## src/rtl/ecc_pkg.sv

```systemverilog
package ecc_pkg;
  localparam int CTRL_OFS   = 'h400;
  localparam int PERIOD_OFS = 'h404;
  localparam int DATA_OFS   = 'h410;

  localparam int START_BIT  = 0;
  localparam int EN_BIT     = 1;
  localparam int SPEED_LO   = 2;
  localparam int LEN_LO     = 4;

  typedef enum logic [1:0] {
    LEN_Q1 = 2'd0,
    LEN_Q2 = 2'd1,
    LEN_Q3 = 2'd2,
    LEN_Q4 = 2'd3
  } len_code_e;
endpackage

```

## src/rtl/ecc_ctrl_reg.sv

```systemverilog
module ecc_ctrl_reg
  import ecc_pkg::*;
#(
  parameter int CTRL_W = 16
) (
  input  logic                clk,
  input  logic                rst_n,
  input  logic                wr_en,
  input  logic [2*CTRL_W-1:0] wdata,
  input  logic                done,
  output logic [CTRL_W-1:0]   ctrl_q,
  output logic                launch
);
  logic [CTRL_W-1:0] merged;
  logic [CTRL_W-1:0] ctrl_d;
  logic              start_d;

  // Apply the half-word mask bit by bit.
  always_comb begin
    merged = ctrl_q;
    for (int i = 0; i < CTRL_W; i++) begin
      if (wr_en && wdata[CTRL_W+i]) merged[i] = wdata[i];
    end
  end

  // Start: cleared on completion or loss of enable, held while busy,
  // set only by a masked write with enable in force.
  always_comb begin
    if (done || !merged[EN_BIT])  start_d = 1'b0;
    else if (ctrl_q[START_BIT])   start_d = 1'b1;
    else                          start_d = wr_en && wdata[CTRL_W+START_BIT] && wdata[START_BIT];
    ctrl_d            = merged;
    ctrl_d[START_BIT] = start_d;
  end

  assign launch = start_d && !ctrl_q[START_BIT];

  always_ff @(posedge clk or negedge rst_n) begin
    if (!rst_n) ctrl_q <= '0;
    else        ctrl_q <= ctrl_d;
  end
endmodule

```

## src/rtl/ecc_period_timer.sv

```systemverilog
module ecc_period_timer #(
  parameter int PERIOD_W = 16
) (
  input  logic                clk,
  input  logic                rst_n,
  input  logic                run,
  input  logic                launch,
  input  logic [PERIOD_W-1:0] period,
  output logic                tick
);
  logic [PERIOD_W-1:0] remain_q;
  logic [PERIOD_W-1:0] period_eff;

  assign period_eff = (period == '0) ? PERIOD_W'(1) : period;
  assign tick       = run && (remain_q == PERIOD_W'(1));

  always_ff @(posedge clk or negedge rst_n) begin
    if (!rst_n)      remain_q <= '0;
    else if (launch) remain_q <= period_eff;
    else if (run)    remain_q <= tick ? period_eff : remain_q - PERIOD_W'(1);
  end
endmodule

```

## src/rtl/ecc_bit_accum.sv

```systemverilog
module ecc_bit_accum #(
  parameter int WORDS  = 8,
  parameter int WORD_W = 32,
  localparam int MAX_BITS = WORDS * WORD_W,
  localparam int IDX_W    = $clog2(MAX_BITS + 1)
) (
  input  logic                clk,
  input  logic                rst_n,
  input  logic                launch,
  input  logic                tick,
  input  logic                src_bit,
  input  logic [IDX_W-1:0]    total_bits,
  output logic [MAX_BITS-1:0] bits,
  output logic [IDX_W-1:0]    bit_count,
  output logic                done
);
  assign done = tick && (bit_count == total_bits - IDX_W'(1));

  always_ff @(posedge clk or negedge rst_n) begin
    if (!rst_n)      bit_count <= '0;
    else if (launch) bit_count <= '0;
    else if (tick)   bit_count <= bit_count + IDX_W'(1);
  end

  for (genvar g = 0; g < MAX_BITS; g++) begin : g_bit
    always_ff @(posedge clk or negedge rst_n) begin
      if (!rst_n)                                 bits[g] <= 1'b0;
      else if (launch)                            bits[g] <= 1'b0;
      else if (tick && bit_count == IDX_W'(g))    bits[g] <= src_bit;
    end
  end
endmodule

```

## src/rtl/entropy_collector.sv

```systemverilog
module entropy_collector
  import ecc_pkg::*;
#(
  parameter int ADDR_W     = 12,
  parameter int WORD_W     = 32,
  parameter int WORDS      = 8,
  parameter int PERIOD_W   = 16,
  parameter int PERIOD_RST = 1000,
  parameter int LEN_CODES  = 4
) (
  input  logic              clk,
  input  logic              rst_n,
  input  logic              bus_valid,
  input  logic              bus_write,
  input  logic [ADDR_W-1:0] bus_addr,
  input  logic [WORD_W-1:0] bus_wdata,
  output logic [WORD_W-1:0] bus_rdata,
  input  logic              src_bit,
  output logic              src_enable,
  output logic [1:0]        osc_speed
);
  localparam int CTRL_W   = WORD_W / 2;
  localparam int MAX_BITS = WORDS * WORD_W;
  localparam int LEN_STEP = MAX_BITS / LEN_CODES;
  localparam int IDX_W    = $clog2(MAX_BITS + 1);

  logic [CTRL_W-1:0]   ctrl_q;
  logic [PERIOD_W-1:0] period_q;
  logic                launch, tick, done;
  logic [MAX_BITS-1:0] bits;
  logic [IDX_W-1:0]    bit_count;
  logic [IDX_W-1:0]    total_bits;
  logic                wr_ctrl, wr_period, rd_en;
  logic [WORD_W-1:0]   word_rd [WORDS];

  assign wr_ctrl   = bus_valid && bus_write && (bus_addr == ADDR_W'(CTRL_OFS));
  assign wr_period = bus_valid && bus_write && (bus_addr == ADDR_W'(PERIOD_OFS));
  assign rd_en     = bus_valid && !bus_write;

  assign total_bits = IDX_W'(LEN_STEP) * (IDX_W'(ctrl_q[LEN_LO +: 2]) + IDX_W'(1));
  assign osc_speed  = ctrl_q[SPEED_LO +: 2];
  assign src_enable = ctrl_q[EN_BIT];

  always_ff @(posedge clk or negedge rst_n) begin
    if (!rst_n)         period_q <= PERIOD_W'(PERIOD_RST);
    else if (wr_period) period_q <= bus_wdata[PERIOD_W-1:0];
  end

  ecc_ctrl_reg #(.CTRL_W(CTRL_W)) i_ctrl (
    .clk    (clk),
    .rst_n  (rst_n),
    .wr_en  (wr_ctrl),
    .wdata  (bus_wdata),
    .done   (done),
    .ctrl_q (ctrl_q),
    .launch (launch)
  );

  ecc_period_timer #(.PERIOD_W(PERIOD_W)) i_timer (
    .clk    (clk),
    .rst_n  (rst_n),
    .run    (ctrl_q[START_BIT]),
    .launch (launch),
    .period (period_q),
    .tick   (tick)
  );

  ecc_bit_accum #(.WORDS(WORDS), .WORD_W(WORD_W)) i_accum (
    .clk        (clk),
    .rst_n      (rst_n),
    .launch     (launch),
    .tick       (tick),
    .src_bit    (src_bit),
    .total_bits (total_bits),
    .bits       (bits),
    .bit_count  (bit_count),
    .done       (done)
  );

  for (genvar w = 0; w < WORDS; w++) begin : g_word
    assign word_rd[w] = (bus_addr == ADDR_W'(DATA_OFS + 4 * w)) ? bits[w*WORD_W +: WORD_W] : '0;
  end

  always_comb begin
    bus_rdata = '0;
    if (rd_en) begin
      if (bus_addr == ADDR_W'(CTRL_OFS))        bus_rdata = WORD_W'(ctrl_q);
      else if (bus_addr == ADDR_W'(PERIOD_OFS)) bus_rdata = WORD_W'(period_q);
      else begin
        for (int w = 0; w < WORDS; w++) bus_rdata = bus_rdata | word_rd[w];
      end
    end
  end
endmodule

```

## config.mk

```make
export PLATFORM = sky130hd
export DESIGN_NAME = entropy_collector
export DESIGN_NICKNAME = d
export VERILOG_FILES = /design/src/rtl/ecc_pkg.sv /design/src/rtl/ecc_ctrl_reg.sv /design/src/rtl/ecc_period_timer.sv /design/src/rtl/ecc_bit_accum.sv /design/src/rtl/entropy_collector.sv
export SDC_FILE = /design/constraint.sdc
export NUM_CORES = 1
export LEC_CHECK = 0
export ABC_AREA = 1
export BUFFER_PORTS_ARGS = -buffer_cell sky130_fd_sc_hd__buf_2
export CAP_MARGIN = 0
export CELL_PAD_IN_SITES_DETAIL_PLACEMENT = 1
export CELL_PAD_IN_SITES_GLOBAL_PLACEMENT = 2
export CORE_MARGIN = 2
export CORE_UTILIZATION = 38
export DETAILED_ROUTE_END_ITERATION = 10
export PLACE_DENSITY_LB_ADDON = 0.1
export SYNTH_ARGS = -nofsm -noshare
export SYNTH_HDL_FRONTEND = slang
export SYNTH_HIERARCHICAL = 1
export SYNTH_SLANG_ARGS = --single-unit
```

## constraint.sdc

```tcl
create_clock -name clk -period 4.3 [get_ports clk]
set_input_delay 0.43 -clock clk [delete_from_list [all_inputs] [get_ports clk]]
set_output_delay 0.43 -clock clk [all_outputs]
set_load 0.01 [all_outputs]
```

==> reports/summary.txt, run 1 <==
Kind of path behind the tightest hold check: in -> reg
Final critical-path share of the clock period: 0.794
Number of buffers inserted by port buffering: 83
Sum of routed wire length over all layers: 66,800 um
Die Area: 51,200 um2
WS Path Type: reg -> reg
Sequential fraction of the synthesis area: 0.418
Clock latency of the later-clocked register in the worst-skew pair: 0.57 ns
Dominant combinational cell family by area after synthesis: simple AND/OR/NAND/NOR gates
Count of antenna-violating nets left after detailed routing: 0
Clock transition at the registers of the reported paths: 0.06 ns
Primary flip-flop cell chosen by synthesis mapping: sky130_fd_sc_hd__dfrtp_1
Ranking of synthesized cells by area: sky130_fd_sc_hd__dfrtp_1, sky130_fd_sc_hd__nand2_1, sky130_fd_sc_hd__inv_1, sky130_fd_sc_hd__nand3_1, sky130_fd_sc_hd__o21ai_0
Power density relative to cell area: 330 nW/um2
Drt first pass iters: 5
Sum of overflow across all layers after global routing: 0
CP max stage cell: sky130_fd_sc_hd__inv_1
Post-synthesis cell type count: 41
Max transition margin: 0.286
Layout Nets: 2,862
Number of synthesized flops with an enable pin: 0
Highest ir drop seen on vdd: 0.000218 V
Final standard cell utilization of the core: 0.432
Height of the chip: 226 um
Clk Tree Root Cell: sky130_fd_sc_hd__clkbuf_16
Unrepaired setup endpoints after global routing: no
Area added between synthesis and finish: 12.4%
# Max-Cap Violations: 0
XOR/XNOR Fraction of Synth Area: 0.00187
CTS H-tree depth: 2
Iteration-0 DRC count of the detailed router: 1,123
Syn avg cell area: 6.78 um2
Adder-cell area share of the yosys netlist: 0.00600
Category of the worst setup path capture point: flop
Leakage power: 11.4 nW
Total number of clock tree sinks: 313
F_max: 0.293 GHz
Grt peak-use layer: met2
Data arrival time of the critical path: 3.87 ns
Fraction of layout instances using a drive strength above 1: 0.0996
Share of synthesized flip-flops with an asynchronous set or reset: 1.00
Setup fix buffers added after clock tree synthesis: 0
Maximum count of clock buffers along a single path: 3
Global-route met2 utilization: 0.450
Cell count after synthesis: 2,768
Final Hold Violating Endpoints: 0
Via density: 5.14
Total inserted antenna cells: 0
Compound-gate portion of the synthesized area: 0.0950
Simple-gate portion of the synthesized area: 0.352
Final TNS setup: 0 ns
Transition time at the pin with the least slew margin: 1.07 ns
Chain of cells forming the critical path: ha_1, inv_1, nor2_1, nand2_1, nor2_4, nand2_4, inv_1, nand2_1, nor2_1, nand2_1, nor2_1, nand4_1, nor2_1, inv_1, nand3_2, nor2_2, buf_4, nor2_1, buf_4, inv_1, o21ai_0, nand2_1, nand2_1
Period minus WS final: 3.42 ns
Slowest Stage Delay on Critical Path: 0.49 ns
Portion of netlist area occupied by mux cells: 0.0116
Library cell with the largest summed area after synthesis: sky130_fd_sc_hd__dfrtp_1
Crit-path max FO: 22
IO Pins: 84
WL per Instance: 19.1 um
Netlist area before placement: 18,800 um2
Final total power: 6.96 mW
Starting density of the core: 0.384
Vias: 17,900
Floorplan die width: 226 um
Area share of the largest cell type after synthesis: 0.409
Wire length of the first global-routing pass: 106,000 um
Run status: finished, final reports clean
Final weighted congestion in routability-driven placement: 0.816
Row cnt: 81
Initial antenna violation count: 0
GRT Overall Usage: 0.267
DRC viols: 0
Setup-violating endpoint count in the final report: 0
Max-slew violations: 0
Buf/Inv on CP: 6
Clock tree from TritonCTS: built
Post-synthesis register bit count: 313
Final setup skew: 0.0201 ns
Total CTS buffers: 40
Vias in the first global route: 18,800
Kind of cell with the highest combined delay on the critical path: simple AND/OR/NAND/NOR gates
HPWL reported at the end of detailed placement: 41,200 um
Met1 routing resource usage after global routing: 0.365
Critical path required time: 4.75 ns
Startpoint type of the worst setup path: flop
Largest net degree at the start of global routing: 130
Core Area: 48,800 um2
Global-route track usage on met3: 0.0316
Yosys warns: 6
==> power breakdown <==
group,switching (mW),internal [mW],total [mW]
Combinational,0.294,0.141,0.435
Clock,1.35,2.03,3.39
Sequential,0.0666,3.07,3.14
Total,1.71,5.25,6.96
==> synthesized netlist by cell type (15+ instances only) <==
cell and instances:
sky130_fd_sc_hd__a21oi_1 38, sky130_fd_sc_hd__inv_1 359, sky130_fd_sc_hd__buf_6 15, sky130_fd_sc_hd__nand2_1 1015, sky130_fd_sc_hd__nand3_1 259, sky130_fd_sc_hd__o21ai_1 138
sky130_fd_sc_hd__buf_2 54, sky130_fd_sc_hd__dfrtp_1 307, sky130_fd_sc_hd__nand4_1 37, sky130_fd_sc_hd__nor2_1 167, sky130_fd_sc_hd__clkbuf_1 69, sky130_fd_sc_hd__o21ai_0 152
==> area by class of cell <==
| type | count | area (um2) |
|---|---|---|
| multi-input cells | 1950 | 8870 |
| fillers | 6380 | 27700 |
| clock inverters | 7 | 85.1 |
| flip-flops and latches | 313 | 7840 |
| inverters | 371 | 1400 |
| repair buffers | 128 | 878 |
| well taps | 664 | 831 |
| clock buffers | 62 | 1200 |
==> flip-flops by register name, indices dropped and copies added (netlist names) <==
| name | cells |
|---|---|
| i_ctrl/ctrl_q | 16 |
| i_accum/bits | 256 |
| period_q | 16 |
| i_timer/remain_q | 16 |
| i_accum/bit_count | 9 |
==> layout by cell type, fill, tap and decap left out, drive strengths merged, types with 37 or more instances in the layout <==
cell type,instances
dfrtp,307
nand4,37
inv,369
nand3,262
clkbuf,62
o21ai,290
buf,127
nand2,1027
nor2,188
a21oi,39
==> per-stage QoR <==
stage	setup WS, ns	instance area [um2]	std cells	hold slack [ns]
finish	0.884	21100	3495	0.0716
global route	0.492	21100	3495	0.0724
CTS	0.862	21100	3495	0.0391
detailed placement	0.764	19800	3425	0.534
global placement	0.957	19800	3425	0.508
floorplan	1.43	18800	2787	0.134
==> worst reg2reg max path, delay by kind of cell, from the launching register on <==
kind / cells / cell delay (ns)
DFF: 1 / 0.42
adders and majority gates: 1 / 0.21
and+or+nand+nor: 15 / 1.28
AOI/OAI and AO/OA: 1 / 0.24
buffers and inverters: 6 / 1.16
==> layer usage <==
metal / vias up / part of all wire
met4: 0 / 0.022
met5: - / 0
met2: 289 / 0.47
met3: 91 / 0.039
met1: 8903 / 0.47
li1: 8666 / -
==> worst paths after layout <==
| check | startpoint | endpoint | slack, ns | cells past startpoint |
|---|---|---|---|---|
| worst max-delay path | i_timer/remain_q[0] | i_timer/remain_q[10] | 0.88 | 23 |
| worst min-delay path | bus_wdata[18] | i_ctrl/ctrl_q[2] | 0.07 | 2 |
| worst max register to register | i_timer/remain_q[0] | i_timer/remain_q[10] | 0.88 | 23 |
| worst min register to register | i_timer/remain_q[1] | i_timer/remain_q[1] | 0.54 | 2 |
| max in group asynchronous | rst_n | period_q[5] | 2.71 | 3 |
| min in group asynchronous | rst_n | i_accum/bits[25] | 0.50 | 2 |
==> cells by family after synthesis <==
kind of cell,count (synthesis)
AND/OR/NAND/NOR,1553
buffers and inverters,524
AO/OA/AOI/OAI,348
flip-flops,313
multiplexers,16
adder cells (fa/ha/maj),9
XOR/XNOR,4
other,1
==> repair_timing <==
item                      CTS  global route
hold endpoints to repair   86             0
gates resized for setup     0             0
hold buffers                1             0
No activity file was read; power rests on OpenSTA's default activity.
==> run 2, diff against run 1 <==
Settings changed: CORE_UTILIZATION 38 to 32.
Clock period 4.3 ns to 2.8 ns, I/O delays scaled along.
==> reports/summary.txt, run 2 (same netlist as run 1, synthesis figures left out) <==
Clock transition at the registers of the reported paths: 0.06 ns (about the same)
Worst Min Path Start: bus_wdata[5] (was bus_wdata[18])
Sum of routed wire length over all layers: 80,100 um (was 66,800 um)
Final standard cell utilization of the core: 0.431 (was 0.432)
Proportion of total power due to net switching: 0.258 (was 0.246)
Critical path required time: 3.25 ns (was 4.75 ns)
HPWL reported at the end of detailed placement: 46,900 um (was 41,200 um)
Height of the chip: 246 um (was 226 um)
Unrepaired setup endpoints after global routing: yes (was no)
Maximum count of clock buffers along a single path: 3 (unchanged)
Part of the total power dissipated in the clock network: 0.484 (was 0.487)
Register with the most flip-flops: i_accum/bits (unchanged)
# Max-Cap Violations: 0 (unchanged)
Power density relative to cell area: 454 nW/um2 (was 330 nW/um2)
WL per Instance: 21.1 um (was 19.1 um)
Data arrival time of the critical path: 3.13 ns (was 3.87 ns)
Hold Path Cell Cnt: 2 (unchanged)
Most frequent cells in the layout: sky130_fd_sc_hd__nand2_1, sky130_fd_sc_hd__inv_1, sky130_fd_sc_hd__dfrtp_1, sky130_fd_sc_hd__nand3_1, sky130_fd_sc_hd__nor2_1 (unchanged)
Row cnt: 88 (was 81)
Total placed instance area: 21,000 um2 (was 19,800 um2)
Startpoint type of the worst setup path: flop (unchanged)
GRT Overall Usage: 0.243 (was 0.267)
Total placed cells including tap cells: 3,613 (was 3,425)
Max transition margin: 0.614 (was 0.286)
Final setup skew: 0.0159 ns (was 0.0201 ns)
Proportion of power drawn by combinational gates: 0.088 (was 0.062)
Final TNS setup: 0 ns (unchanged)
Initial antenna violation count: 0 (unchanged)
Transition time at the pin with the least slew margin: 0.578 ns (was 1.07 ns)
DRC viols: 0 (unchanged)
Clk Tree Root Cell: sky130_fd_sc_hd__clkbuf_16 (unchanged)
Starting density of the core: 0.325 (was 0.384)
Iteration-0 DRC count of the detailed router: 1,147 (was 1,123)
Highest ir drop seen on vdd: 0.000412 V (was 0.000218 V)
Share of total power in sequential cells: 0.428 (was 0.451)
Period minus WS final: 2.68 ns (was 3.42 ns)
WS Path Type: reg -> reg (unchanged)
Final critical-path share of the clock period: 0.958 (was 0.794)
Vias: 19,300 (was 17,900)
WHS Endpoint: period_q[5] (was i_ctrl/ctrl_q[2])
Run status: finished, final reports clean (unchanged)
IO Pins: 84 (unchanged)
Most common cell after layout, fill and taps aside: sky130_fd_sc_hd__nand2_1 (unchanged)
Worst R2R Setup Slack: 0.12 ns (was 0.88 ns)
Leakage power: 13.0 nW (was 11.4 nW)
Clock latency of the later-clocked register in the worst-skew pair: 0.58 ns (was 0.57 ns)
Clock tree from TritonCTS: built (unchanged)
Fill cell instance count of the final layout: 7,153 (was 6,380)
Crit-path max FO: 8 (was 22)
Max reg flops: 256 (unchanged)
Fraction of layout instances using a drive strength above 1: 0.203 (was 0.0996)
Sum of overflow across all layers after global routing: 0 (unchanged)
Internal power contribution: 8.39 mW (was 5.25 mW)
Die Area: 60,600 um2 (was 51,200 um2)
Category of the worst setup path capture point: flop (unchanged)
Total number of clock tree sinks: 313 (unchanged)
Setup-violating endpoint count in the final report: 0 (unchanged)
Cell Count, Final, Fillers Out: 3,797 (was 3,495)
Endpoint of the most critical register-to-register path: i_timer/remain_q[4] (was i_timer/remain_q[10])
Largest net degree at the start of global routing: 72 (was 130)
Total CTS buffers: 43 (was 40)
Post-route cell area: 24,900 um2 (was 21,100 um2)
Area added between synthesis and finish: 32.7% (was 12.4%)
Kind of path behind the tightest hold check: in -> reg (unchanged)
Core Area: 57,800 um2 (was 48,800 um2)
Final weighted congestion in routability-driven placement: 0.821 (was 0.816)
Floorplan die width: 246 um (was 226 um)
Cells on worst reg2reg path: 23 (unchanged)
Count of antenna-violating nets left after detailed routing: 0 (unchanged)
Vias in the first global route: 19,800 (was 18,800)
Wire length of the first global-routing pass: 114,000 um (was 106,000 um)
CTS H-tree depth: 2 (unchanged)
Max-slew violations: 0 (unchanged)
Drt first pass iters: 4 (was 5)
Worst flop-to-flop path startpoint: i_timer/remain_q[1] (was i_timer/remain_q[0])
Via density: 5.08 (was 5.14)
F_max: 0.373 GHz (was 0.293 GHz)
Psw: 2.91 mW (was 1.71 mW)
Layout Nets: 3,057 (was 2,862)
Number of buffers inserted by port buffering: 83 (unchanged)
Final Hold Violating Endpoints: 0 (unchanged)
run 2: changes by cell type in the layout (fill, tap and decap cells not counted), sizes merged:
cell / delta
clkinvlp: +2
clkbuf: +43
clkinv: +4
bufinv: -2
dlygate4sd3: +42
diode: +1
inv: +2
buf: +109
run 2: timing repair:
item                       CTS  global route
setup buffers                0            11
resized for setup            0           342
setup endpoints to repair    0           277
hold buffers                43             0
hold endpoints to repair    79             0
run 2: power groups by stage:
stage	Clock (mW)	Combinational, mW	Sequential [mW]
2_1_floorplan	0	0.402	4.87
3_3_place_gp	0	0.712	4.89
3_5_place_dp	0	0.745	4.90
4_1_cts	5.61	0.786	4.82
5_1_grt	5.76	1.11	4.85
6_report	5.47	0.997	4.83
run 2: through the flow:
stage / hold slack [ns] / power, mW / setup WS, ns
floorplan: -0.0156 / 5.27 / 0.0837
global placement: 0.261 / 5.60 / -0.0272
detailed placement: 0.268 / 5.64 / -0.0528
CTS: 0.0118 / 11.2 / 0.00432
global route: 0.0139 / 11.7 / -0.126
finish: 0.0330 / 11.3 / 0.117
run 2: critical path, cell delays in order (launching register included):
cell                         delay [ns]
sky130_fd_sc_hd__dfrtp_1           0.38
sky130_fd_sc_hd__inv_2             0.08
sky130_fd_sc_hd__ha_4              0.12
sky130_fd_sc_hd__inv_2             0.02
sky130_fd_sc_hd__nor2_1            0.09
sky130_fd_sc_hd__nand2_1           0.10
sky130_fd_sc_hd__nor2_4            0.16
sky130_fd_sc_hd__nand2_4           0.06
sky130_fd_sc_hd__inv_2             0.05
sky130_fd_sc_hd__nand2_1           0.04
sky130_fd_sc_hd__nor2_1            0.07
sky130_fd_sc_hd__nand2_1           0.06
sky130_fd_sc_hd__nor2_1            0.08
sky130_fd_sc_hd__nand4_1           0.08
sky130_fd_sc_hd__nor2_1            0.11
sky130_fd_sc_hd__inv_1             0.06
sky130_fd_sc_hd__nand3_2           0.09
sky130_fd_sc_hd__nor2_4            0.09
sky130_fd_sc_hd__buf_6             0.13
sky130_fd_sc_hd__nor2_4            0.19
sky130_fd_sc_hd__clkinvlp_4        0.18
sky130_fd_sc_hd__clkbuf_16         0.19
sky130_fd_sc_hd__nand2_1           0.07
sky130_fd_sc_hd__o21ai_1           0.06
run 2: how the worst max path moves through the flow:
stage | from | endpoint | slack [ns]
6_report | i_timer/remain_q[1] | i_timer/remain_q[4] | 0.12
5_1_grt | i_timer/remain_q[1] | i_timer/remain_q[10] | -0.13
4_1_cts | i_ctrl/ctrl_q[5] | i_timer/remain_q[7] | 0.004
3_5_place_dp | bus_addr[1] | i_timer/remain_q[7] | -0.05
3_3_place_gp | bus_addr[3] | i_timer/remain_q[6] | -0.03
2_1_floorplan | bus_addr[1] | i_accum/bits[3] | 0.08
run 2: final cells by class:
type	count	area, um2	area share
antenna	1	2.50	0.000100
clock buffer	70	1340	0.0538
clock inverter	7	35.0	0.00141
inverter	371	1430	0.0572
multi-input combinational	1950	9510	0.382
sequential	313	7840	0.315
tap	765	957	0.0384
timing repair buffer	314	3720	0.149
timing repair inverter	6	91.3	0.00367
run 2: per-layer routing:
metal  track usage  vias to the layer above  routed length (um)
met5             0                        -                   0
li1              -                     9141                   -
met3        0.0266                       98                2650
met1         0.332                     9747               37900
met4        0.0572                        0                1620
met2         0.411                      286               37900
